===== src/rtl/johnson_decade.sv =====
module johnson_decade #(
  parameter int STAGES = 5,
  localparam int MOD = 2 * STAGES,
  localparam int DW = $clog2(MOD)
) (
  input  logic              clk,
  input  logic              rst,
  input  logic              cnt_clk,
  input  logic              cnt_inh,
  output logic [STAGES-1:0] johnson,
  output logic [DW-1:0]     digit,
  output logic              carry
);

  localparam logic [STAGES-1:0] ONE = {{(STAGES-1){1'b0}}, 1'b1};

  logic              lvl, lvl_q, step, legal;
  logic [STAGES-1:0] q, q_inv, q_nxt;
  logic [DW-1:0]     ones;

  assign lvl   = cnt_clk & ~cnt_inh;
  assign step  = lvl & ~lvl_q;

  assign q_inv = ~q;
  assign legal = ((q & (q + ONE)) == '0) || ((q_inv & (q_inv + ONE)) == '0);
  assign q_nxt = legal ? {q[STAGES-2:0], ~q[STAGES-1]} : '0;

  always_ff @(posedge clk or posedge rst) begin
    if (rst) begin
      lvl_q <= 1'b1;
      q     <= '0;
    end else begin
      lvl_q <= lvl;
      if (step) q <= q_nxt;
    end
  end

  always_comb begin
    ones = '0;
    for (int k = 0; k < STAGES; k++) ones = ones + DW'(q[k]);
  end

  always_comb begin
    if (!legal)        digit = '1;
    else if (q[0])     digit = ones;
    else if (q == '0)  digit = '0;
    else               digit = DW'(MOD) - ones;
  end

  assign johnson = q;
  assign carry   = ~q[STAGES-1];

endmodule


===== config.mk =====
export PLATFORM = sky130hd
export DESIGN_NAME = johnson_decade
export DESIGN_NICKNAME = d
export VERILOG_FILES = /design/src/rtl/johnson_decade.sv
export SDC_FILE = /design/constraint.sdc
export NUM_CORES = 1
export LEC_CHECK = 0
export BUFFER_PORTS_ARGS = -buffer_cell sky130_fd_sc_hd__buf_2
export CORE_AREA = 8 8 45 47
export DETAILED_ROUTE_END_ITERATION = 8
export DIE_AREA = 0 0 53 55
export SLEW_MARGIN = 20
export SYNTH_ARGS = -nofsm -noshare
export SYNTH_HDL_FRONTEND = slang
export SYNTH_SLANG_ARGS = --single-unit

===== constraint.sdc =====
create_clock -name clk -period 3.1 [get_ports clk]
set_input_delay 0.155 -clock clk [delete_from_list [all_inputs] [get_ports clk]]
set_output_delay 0.155 -clock clk [all_outputs]
set_load 0.02 [all_outputs]

Word level (Yosys, flattened, before mapping)
Cells that the tools add are included.
- bits of input ports: 4
- bits in registers: 6
- word-level logic and storage cells: 25
- output and inout bits: 10
- reductions and logical operators: 4
- $add $sub $neg: 7
- multiplexer cells: 4
- bitwise gates (word level): 8
- operator list (kind ; number):
    $logic_not A5 Y1 ; 3
    $mux W4 ; 3
    $add A5 B1 Y5 const B ; 2
    $and A5 B5 Y5 ; 2
    $mux W5 ; 1
    $not A5 Y5 ; 1
    $add A3 B1 Y4 ; 1
    $add A4 B1 Y4 ; 1
    $sub A4 B4 Y4 const A ; 1
    $add A2 B1 Y3 ; 1
    $not A1 Y1 ; 3
    $add A1 B1 Y2 ; 1
    $and A1 B1 Y1 ; 2
    $logic_or A1 B1 Y1 ; 1

Longest topological paths before layout
Gate-level depths: netlist (run 1).
- depth after elaboration: 8
- depth in mapped cells: 7
- mapped depth without buffers: 6

Worst setup path before layout (run 1)
Ideal clock, no wire load.
- path kind: register to output
- from: register q[0] (netlist: johnson[0])
- to: output port digit[1]
- stages on the path, launching flop included: 7
- buffers on the path: 0
- slack: 0.298 ns
- required time: 2.945 ns
- arrival time: 2.647 ns
- cell sequence: dfrtp_1 -> inv_1 -> fa_1 -> fa_1 -> fa_1 -> and3_1 -> a211o_1
- word-level cells in the longest chain between the ends: 8
- elaborated cells between the ends (all ways): 17
- ends and longest elaborated chain (what ; RTL line ; text):
    from (decl) ; 18 ; logic [STAGES-1:0] q, q_inv, q_nxt;
    from (signal assigned) ; 34 ; if (step) q <= q_nxt;
    $add A1 B1 Y2 ; 40 ; for (int k = 0; k < STAGES; k++) ones = ones + DW'(q[k]);
    $add A2 B1 Y3 ; 40 ;
    $add A3 B1 Y4 ; 40 ;
    $add A4 B1 Y4 ; 40 ;
    $sub A4 B4 Y4 ; 47 ; else digit = DW'(MOD) - ones;
    $mux W4 ; 46 ; else if (q == '0) digit = '0;
    $mux W4 ; 45 ; else if (q[0]) digit = ones;
    $mux W4 * ; 44 ; if (!legal) digit = '1;
    to (decl) ; 11 ; output logic [DW-1:0] digit,
Every way passes the cells marked *; elsewhere a longest branch is shown, timed or not.

Worst setup path after layout (run 1)
- from: register q[1] (netlist: johnson[1])
- to: output port digit[1]
Same word-level chain as after synthesis.

==> results of run 1 <==
[Yosys cell counts]
cell,count
inv_1,7
ha_1,6
dfrtp_1,5
nand2_1,5
o22ai_1,5
fa_1,3
a211o_1,2
a31oi_1,2
and3_1,2
nor2b_1,2
a21oi_1,1
a31o_2,1
buf_1,1
buf_6,1
clkinv_1,1
clkinv_2,1
dfstp_2,1
nand2b_1,1
nand3_1,1
nor2_1,1
nor3_1,1
o221ai_1,1
o31ai_2,1
o32a_1,1
or2_1,1
[state kept, by name (all words and copies together), names as in the netlist]
register	flops
johnson	5
lvl_q	1
[cell families (layout without fill, tap and decap cells)]
group	Yosys count	after routing	synth area share, %
AOI/OAI and AO/OA	14	14	20.7
and+or+nand+nor	14	14	13.7
buffers and inverters	11	28	9.75
adders and majority gates	9	9	26.3
DFF	6	6	29.5
[layout make-up]
class	count	area (sq um)	share of cell area, %
clock buffers	4	26.3	4.19
repair buffers	15	82.6	13.2
flip-flops and latches	6	151	24.2
multi-input cells	37	312	49.7
well taps	16	20.0	3.19
inverters	9	35.0	5.59
[metrics by stage]
step / std cells / utilization [%] / setup WS [ps] / area [sq um]
after global placement: 82 / 42.7 / 448 / 591
after global routing: 87 / 45.3 / 8.90 / 627
after floorplan: 54 / - / 298 / 513
after CTS: 87 / 45.3 / 140 / 627
final: 87 / 45.3 / 157 / 627
after detailed placement: 82 / 42.7 / 419 / 591
[worst max-delay path by stage]
| stage | end | slack [ps] | depth (start not counted) |
|---|---|---|---|
| detailed placement | digit[1] | 420 | 7 |
| floorplan | digit[1] | 300 | 6 |
| global route | digit[1] | 9 | 7 |
| global placement | digit[1] | 450 | 7 |
| finish | digit[1] | 160 | 7 |
| CTS | digit[1] | 140 | 7 |
[routing by layer]
| layer | vias up | part of all wire, % | wire [um] | track usage (%) |
|---|---|---|---|---|
| li1 | 220 | - | - | - |
| met1 | 208 | 43 | 483 | 9.46 |
| met2 | 12 | 49 | 541 | 15.0 |
| met3 | 2 | 7.6 | 85 | 2.94 |
| met4 | 0 | 0.45 | 5 | 7.33 |
| met5 | - | 0 | 0 | 0 |
[worst register-to-register path: cells and delay by family, from the launching register on]
| kind | cells | cell delay [ps] |
|---|---|---|
| compound gates | 3 | 700 |
| flops | 1 | 410 |
| fa+ha+maj | 1 | 230 |
| buf+inv | 1 | 140 |
==> metrics.md, run 1 <==
| Metric | Value |
|---|---|
| Status | complete, no violations |
| Die Wd | ~53 um |
| Count of input and output buffers | 13 |
| Slew Viols, Final | 0 |
| Clock slew at reported path FFs | approximately 50 ps |
| Period utilisation layout | a little over nine tenths |
| DRC | 0 |
| Total gr overflow | 0 |
| Register area share after synthesis | 29.5% |
| Most frequent CP cell | fa_1 |
| WP data required | 2940 ps |
| Vias in the first global route | roughly 460 |
| Syn Nets | between 60 and 70 |
| First-pass GRT wire length | slightly below 2 mm |
| Die ar. | between 2000 and 3000 sq um |
| CP bufs+invs | 2 |
| Top delay family on crit path | adder cells |
| Drt initial violations | 7 |
| Clk buf depth | 2 |
| Worst EP arrival | roughly 2800 ps |
| Final Hold Fails | 0 |
| #FFs+latches synth | 6 |
| Routed len/inst | between 10 and 15 um |
| Clock Latency Late Sink | around 240 ps |
| Post-Syn Area | 513 sq um |
| Synth top area share | approximately a quarter |
| Max Cap Violations | 0 |
| RSZ-0062 raised after global routing | false |
| CTS H-Tree Depth | 1 |
| Antenna violations before repair | 0 |
| Slowest cell on the critical path | fa_1 |
| Clk sinks | 6 |
| Slew headroom | about 69% |
| Hold buffers post-CTS | 1 |
| Cell taking the most area after synthesis | dfrtp_1 |
| Worst Min Path Start | cnt_inh |
| CTS tree | built |
| Worst-path cell chain | inv_1 > fa_1 > fa_1 > fa_1 > and3_1 > a211o_1 > buf_2 |
| Hold depth | 2 |
| Yosys warnings | 0 |
| Reg-to-reg critical path startpoint | johnson[1]$_DFFE_PP0P_ |
| Pre-Repair DR Iteration Count | 4 |
| Worst hold path type | primary input to flip-flop |
| Yosys cell types | 25 |
| Fin crit period | 2940 ps |
| Top cells by area, synth | dfrtp_1, ha_1, fa_1, o22ai_1, dfstp_2 |
| Final nets | between 80 and 90 |
| Placer Congestion | between 0.8 and 0.9 |
| Post-detail-place hpwl | 875 um |
| Top Ports | 14 |
| Final hold slack | approximately 64 ps |
| Post-cts repair resize count | 0 |
| Syn-to-layout area delta | 22.2% |
| Core area | ~1400 sq um |
| Post-CTS Setup Inserts | 0 |
| Die height | ~55 um |
| WHS Endpoint | lvl_q$_DFF_PP1_ |
| Number of CTS-inserted buffers | 3 |
| Path depth of the worst reg2reg path | 5 |
| Setup crit end kind | primary output |
| Share of cells above drive strength 1 | 29.6% |
| Startpoint types | flip-flop |
| Syn Inst Count | 54 |
| Worst-Margin Slew | roughly 460 ps |
| Capturing point of the worst reg2reg path | johnson[1]$_DFFE_PP0P_ |
| Post-Syn Area per Cell | approximately 9.5 sq um |
| Initial core utilization | between 30 and 40% |
| Pin count of the biggest net entering global routing | 10 |
| Crit-path max FO | 6 |
| R2R setup slack | between 1000 and 1500 ps |
| Clock Tree Root | clkbuf_4 |
| Via density | approximately 5.1 |
| Most frequent cells in the layout | buf_2, inv_1, ha_1 |
| Clock Skew | 4.38 ps |
| Setup_tns | 0 ps |
| Fmax achieved | between 300 and 400 MHz |
| Antenna Violating Nets Remaining | 0 |
| Routed via count | 442 |
| Slowest stage delay, CP | between 500 and 600 ps |
| Total Wirelength | about 1.1 mm |
| Commonest non-fill, non-tap cell in the layout | buf_2 |
| Total GRT Usage | 9.14% |
| Rows | 14 |
| Filler cell count | 146 |
| Endpoints failing setup | 0 |
| Crit path from | johnson[1]$_DFFE_PP0P_ |
| Ant. Diodes | 0 |
| Crit path kind | flip-flop to primary output |
Power of run 1 is left out: the tool's default activity adds up to more than one toggle a clock period on the data nets, which glitch-free logic cannot reach.
==> inputs of run 2 (changes only) <==
--- a/config.mk
+++ b/config.mk
@@ -9,6 +9,7 @@
 export CORE_AREA = 8 8 45 47
 export DETAILED_ROUTE_END_ITERATION = 8
 export DIE_AREA = 0 0 53 55
+export PLACE_DENSITY = 0.68
 export SLEW_MARGIN = 20
 export SYNTH_ARGS = -nofsm -noshare
 export SYNTH_HDL_FRONTEND = slang
==> metrics.md, run 2 (synthesis results as in run 1) <==
| Metric | Value |
|---|---|
| Die ar. | around 3000 sq um |
| Worst hold path type | primary input to flip-flop |
| Non-Filler Instances | 87 |
| Total GRT Usage | between 8 and 9% |
| Fmax achieved | 345 MHz |
| DP Cell Count | 82 |
| Routed via count | about 440 |
| Startpoint types | flip-flop |
| CTS tree | built |
| Count of input and output buffers | 13 |
| CTS H-Tree Depth | 1 |
| Filler cell count | approximately 140 |
| Total Wirelength | 1.11 mm |
| Routed len/inst | 12.8 um |
| Die height | around 55 um |
| Max Cap Violations | 0 |
| Die Wd | between 50 and 60 um |
| Slew headroom | between 60% and 70% |
| Initial core utilization | between 30 and 40% |
| Rows | 14 |
| Status | complete, no violations |
| RSZ-0062 raised after global routing | false |
| Endpoints failing setup | 0 |
| Ant. Diodes | 0 |
| Most frequent cells in the layout | buf_2, inv_1, ha_1 |
| Total gr overflow | 0 |
| Crit-path max FO | 6 |
| Core area | 1380 sq um |
| Period utilisation layout | about 94% |
| Via density | between 5 and 6 |
| Crit path kind | flip-flop to primary output |
| Critical path endpoint | digit[1] |
| Pin count of the biggest net entering global routing | 10 |
| Clock Tree Root | clkbuf_4 |
| Clock Latency Late Sink | around 240 ps |
| Slew Viols, Final | 0 |
| Syn-to-layout area delta | 22.2% |
| Crit path from | johnson[3]$_DFFE_PP0P_ |
| Final Hold Fails | 0 |
| Drt initial violations | 6 |
| Worst-Margin Slew | between 500 and 600 ps |
| Fin crit period | between 2000 and 3000 ps |
| DRC | 0 |
| Clock Skew | 7.81 ps |
| Setup_tns | 0 ps |
| Commonest non-fill, non-tap cell in the layout | buf_2 |
| Largest register FFs | 5 |
| Placer Congestion | 0.772 |
| Top Ports | 14 |
| Final nets | 85 |
| Antenna violations before repair | 0 |
| Post-detail-place hpwl | around 900 um |
| Share of cells above drive strength 1 | a little under a third |
| Path depth of the worst reg2reg path | 5 |
| Capturing point of the worst reg2reg path | johnson[3]$_DFFE_PP0P_ |
| WP data required | approximately 3000 ps |
| Clk buf depth | 2 |
| Antenna Violating Nets Remaining | 0 |
| Pre-Repair DR Iteration Count | 4 |
| Setup crit end kind | primary output |
| Post-CTS Setup Inserts | 0 |
| Reg-to-reg critical path startpoint | johnson[1]$_DFFE_PP0P_ |
| R2R setup slack | 1470 ps |
| Worst EP arrival | around 2800 ps |
| Clock slew at reported path FFs | 50 ps |
| Clk sinks | 6 |
| First-pass GRT wire length | a little under 2 mm |
| Number of CTS-inserted buffers | 3 |
| Vias in the first global route | around 460 |
run 2: how the worst min path moves through the flow:
stage                  from  slack, ps  cells after the start                     end
floorplan               rst        -50                      1  johnson[0]$_DFFE_PP0P_
global placement        rst         70                      2  johnson[2]$_DFFE_PP0P_
detailed placement      rst         70                      2  johnson[1]$_DFFE_PP0P_
CTS                 cnt_inh         40                      2         lvl_q$_DFF_PP1_
global route        cnt_inh         50                      2         lvl_q$_DFF_PP1_
finish              cnt_inh         50                      2         lvl_q$_DFF_PP1_
run 2: what timing repair did:
| action | in CTS | in global routing |
|---|---|---|
| resized for setup | 0 | 1 |
| endpoints found under the hold margin | 5 | 0 |
| hold buffers | 1 | 0 |
| setup endpoints to repair | 0 | 1 |
run 2: metal layers:
layer	track usage, %	share of wire, %
met5	0	0
met4	5.17	0
met3	2.14	7.7
met2	14.3	45
met1	10.4	47
run 2: critical path, stage by stage (launching register included):
cell and delay, ps:
dfrtp_1 440, inv_1 140, fa_1 440, fa_1 530, fa_1 410, and3_1 170, a211o_1 220, buf_2 160
run 2: layout make-up:
class	instances	area (sq um)	share of cell area (%)
Clock buffer	4	26.3	4.19
Inverter	9	35.0	5.59
Multi-Input combinational cell	37	312	49.7
Sequential cell	6	151	24.2
Tap cell	16	20.0	3.19
Timing Repair Buffer	15	82.6	13.2
run 2: stage by stage:
| stage | setup slack (ps) | utilization, % | area (sq um) | hold slack [ps] |
|---|---|---|---|---|
| global placement | 415 | 42.7 | 591 | 68.9 |
| CTS | 133 | 45.3 | 627 | 41.7 |
| global route | 44.0 | 45.3 | 627 | 52.7 |
| floorplan | 298 | - | 513 | -54.8 |
| finish | 199 | 45.3 | 627 | 50.4 |
| detailed placement | 396 | 42.7 | 591 | 71.1 |
Power of run 2 is left out for the same reason.
==> inputs of run 3 (changes only) <==
==> constraint.sdc (replaced) <==
create_clock -name clk -period 3 [get_ports clk]
set_input_delay 0.15 -clock clk [delete_from_list [all_inputs] [get_ports clk]]
set_output_delay 0.15 -clock clk [all_outputs]
set_load 0.02 [all_outputs]
==> metrics.md, run 3 (synthesis results as in run 1) <==
| Metric | Value |
|---|---|
| Status | complete, no violations |
| Met3 WL | about 100 um |
| Worst-Margin Slew | between 400 and 500 ps |
| Final Hold Fails | 0 |
| Crit-path max FO | 6 |
| Multi-input logic area | about 310 sq um |
| Non-Filler Instances | between 80 and 90 |
| Placer Congestion | approximately 0.77 |
| Register Area | 154 sq um |
| Max Cap Violations | 0 |
| Rows | 14 |
| Initial core utilization | about 37% |
| DP Cell Count | between 80 and 90 |
| Routed len/inst | 12.1 um |
| CTS H-Tree Depth | 1 |
| Drt initial violations | 7 |
| Share of cells above drive strength 1 | between 30% and 40% |
| Setup crit end kind | primary output |
| RSZ-0062 raised after global routing | false |
| Total gr overflow | 0 |
| Clock Skew | 4.93 ps |
| Antenna violations before repair | 0 |
| Die height | between 50 and 60 um |
| Largest register FFs | 5 |
| Number of CTS-inserted buffers | 3 |
| Filler cell count | 148 |
| Met1 wire length | 476 um |
| Clk buf depth | 2 |
| Clk sinks | 6 |
| Top Ports | 14 |
| Commonest non-fill, non-tap cell in the layout | buf_2 |
| First-pass GRT wire length | 1.83 mm |
| Total GRT Usage | 8.48% |
| Slew headroom | a little over two thirds |
| Startpoint types | flip-flop |
| Die ar. | 2920 sq um |
| Ant. Diodes | 0 |
| Pin count of the biggest net entering global routing | 10 |
| Antenna Violating Nets Remaining | 0 |
| DRC | 0 |
| Max Used Layer | met3 |
| Worst hold path type | primary input to flip-flop |
| WP data required | ~2900 ps |
| Worst-path cell chain | inv_1 > fa_1 > fa_1 > fa_1 > and3_1 > a211o_1 > buf_2 |
| Slowest stage delay, CP | about 530 ps |
| Slew Viols, Final | 0 |
| Setup_tns | 0 ps |
| Most frequent CP cell | fa_1 |
| Total Wirelength | approximately 1.1 mm |
| Clock slew at reported path FFs | roughly 50 ps |
| Slowest cell on the critical path | fa_1 |
| Final nets | between 80 and 90 |
| Count of input and output buffers | 13 |
| Met2 routed wirelength | approximately 470 um |
| CTS tree | built |
| Worst EP arrival | between 2000 and 3000 ps |
| Via density | 4.86 |
| Crit path kind | flip-flop to primary output |
| CP bufs+invs | 2 |
| Syn-to-layout area delta | 22.7% |
| Die Wd | 53 um |
| Clock Latency Late Sink | 240 ps |
| Vias in the first global route | about 420 |
| Endpoints failing setup | 0 |
| Clock Tree Root | clkbuf_4 |
| Post-CTS Setup Inserts | 0 |
| Core area | between 1000 and 1500 sq um |
| Most frequent cells in the layout | buf_2, ha_1, inv_1, nand2_1, o22ai_1 |
| Routed via count | between 400 and 500 |
| Fmax achieved | 347 MHz |
| Period utilisation layout | a little over nine tenths |
| Pre-Repair DR Iteration Count | 4 |
| Top delay family on crit path | adder cells |
| Fin crit period | around 2900 ps |
==> run 3: cell count changes in the layout (fill, tap and decap cells not counted) <==
| cell | previous run | this run |
|---|---|---|
| dfrtp_1 | 5 | 3 |
| inv_1 | 6 | 5 |
| inv_2 | 1 | 2 |
| dfrtp_2 | 0 | 2 |
==> run 3: area by class of cell <==
| cell class | count | area share [%] |
|---|---|---|
| sequential | 6 | 24.5 |
| clock buffer | 4 | 4.17 |
| tap | 16 | 3.18 |
| multi-input combinational | 37 | 49.5 |
| inverter | 9 | 5.57 |
| timing repair buffer | 15 | 13.1 |
==> run 3: per-stage QoR <==
step / setup slack (ps) / hold WS (ps) / area, sq um / util [%]
floorplan: 203 / -59.8 / 513 / -
global placement: 340 / 67.8 / 591 / 42.7
detailed placement: 288 / 71.8 / 591 / 42.7
CTS: 36.1 / 37.3 / 627 / 45.3
global route: 10.6 / 46.6 / 629 / 45.5
finish: 118 / 47.4 / 629 / 45.5
==> run 3: final timing paths <==
kind	startpoint	end	slack [ps]	depth (start not counted)
min in group asynchronous	rst	johnson[4]$_DFFE_PP0P_	360	3
setup / recovery	johnson[3]$_DFFE_PP0P_	digit[1]	120	7
max in group asynchronous	rst	lvl_q$_DFF_PP1_	2380	3
hold reg to reg	johnson[4]$_DFFE_PP0P_	johnson[0]$_DFFE_PP0P_	560	1
hold / removal	cnt_inh	lvl_q$_DFF_PP1_	50	2
setup reg to reg	johnson[1]$_DFFE_PP0P_	johnson[1]$_DFFE_PP0P_	1450	5
==> run 3: layer usage <==
| layer | vias to the layer above | track usage, % |
|---|---|---|
| li1 | 222 | - |
| met1 | 188 | 9.46 |
| met2 | 13 | 13.5 |
| met3 | 0 | 3.21 |
| met4 | 0 | 5.17 |
| met5 | - | 0 |
==> run 3: repair_timing <==
| action | CTS | global route |
|---|---|---|
| setup endpoints to repair | 0 | 1 |
| hold buffers | 1 | 0 |
| resized for setup | 0 | 4 |
| hold endpoints to repair | 5 | 0 |
Power of run 3 is left out for the same reason.
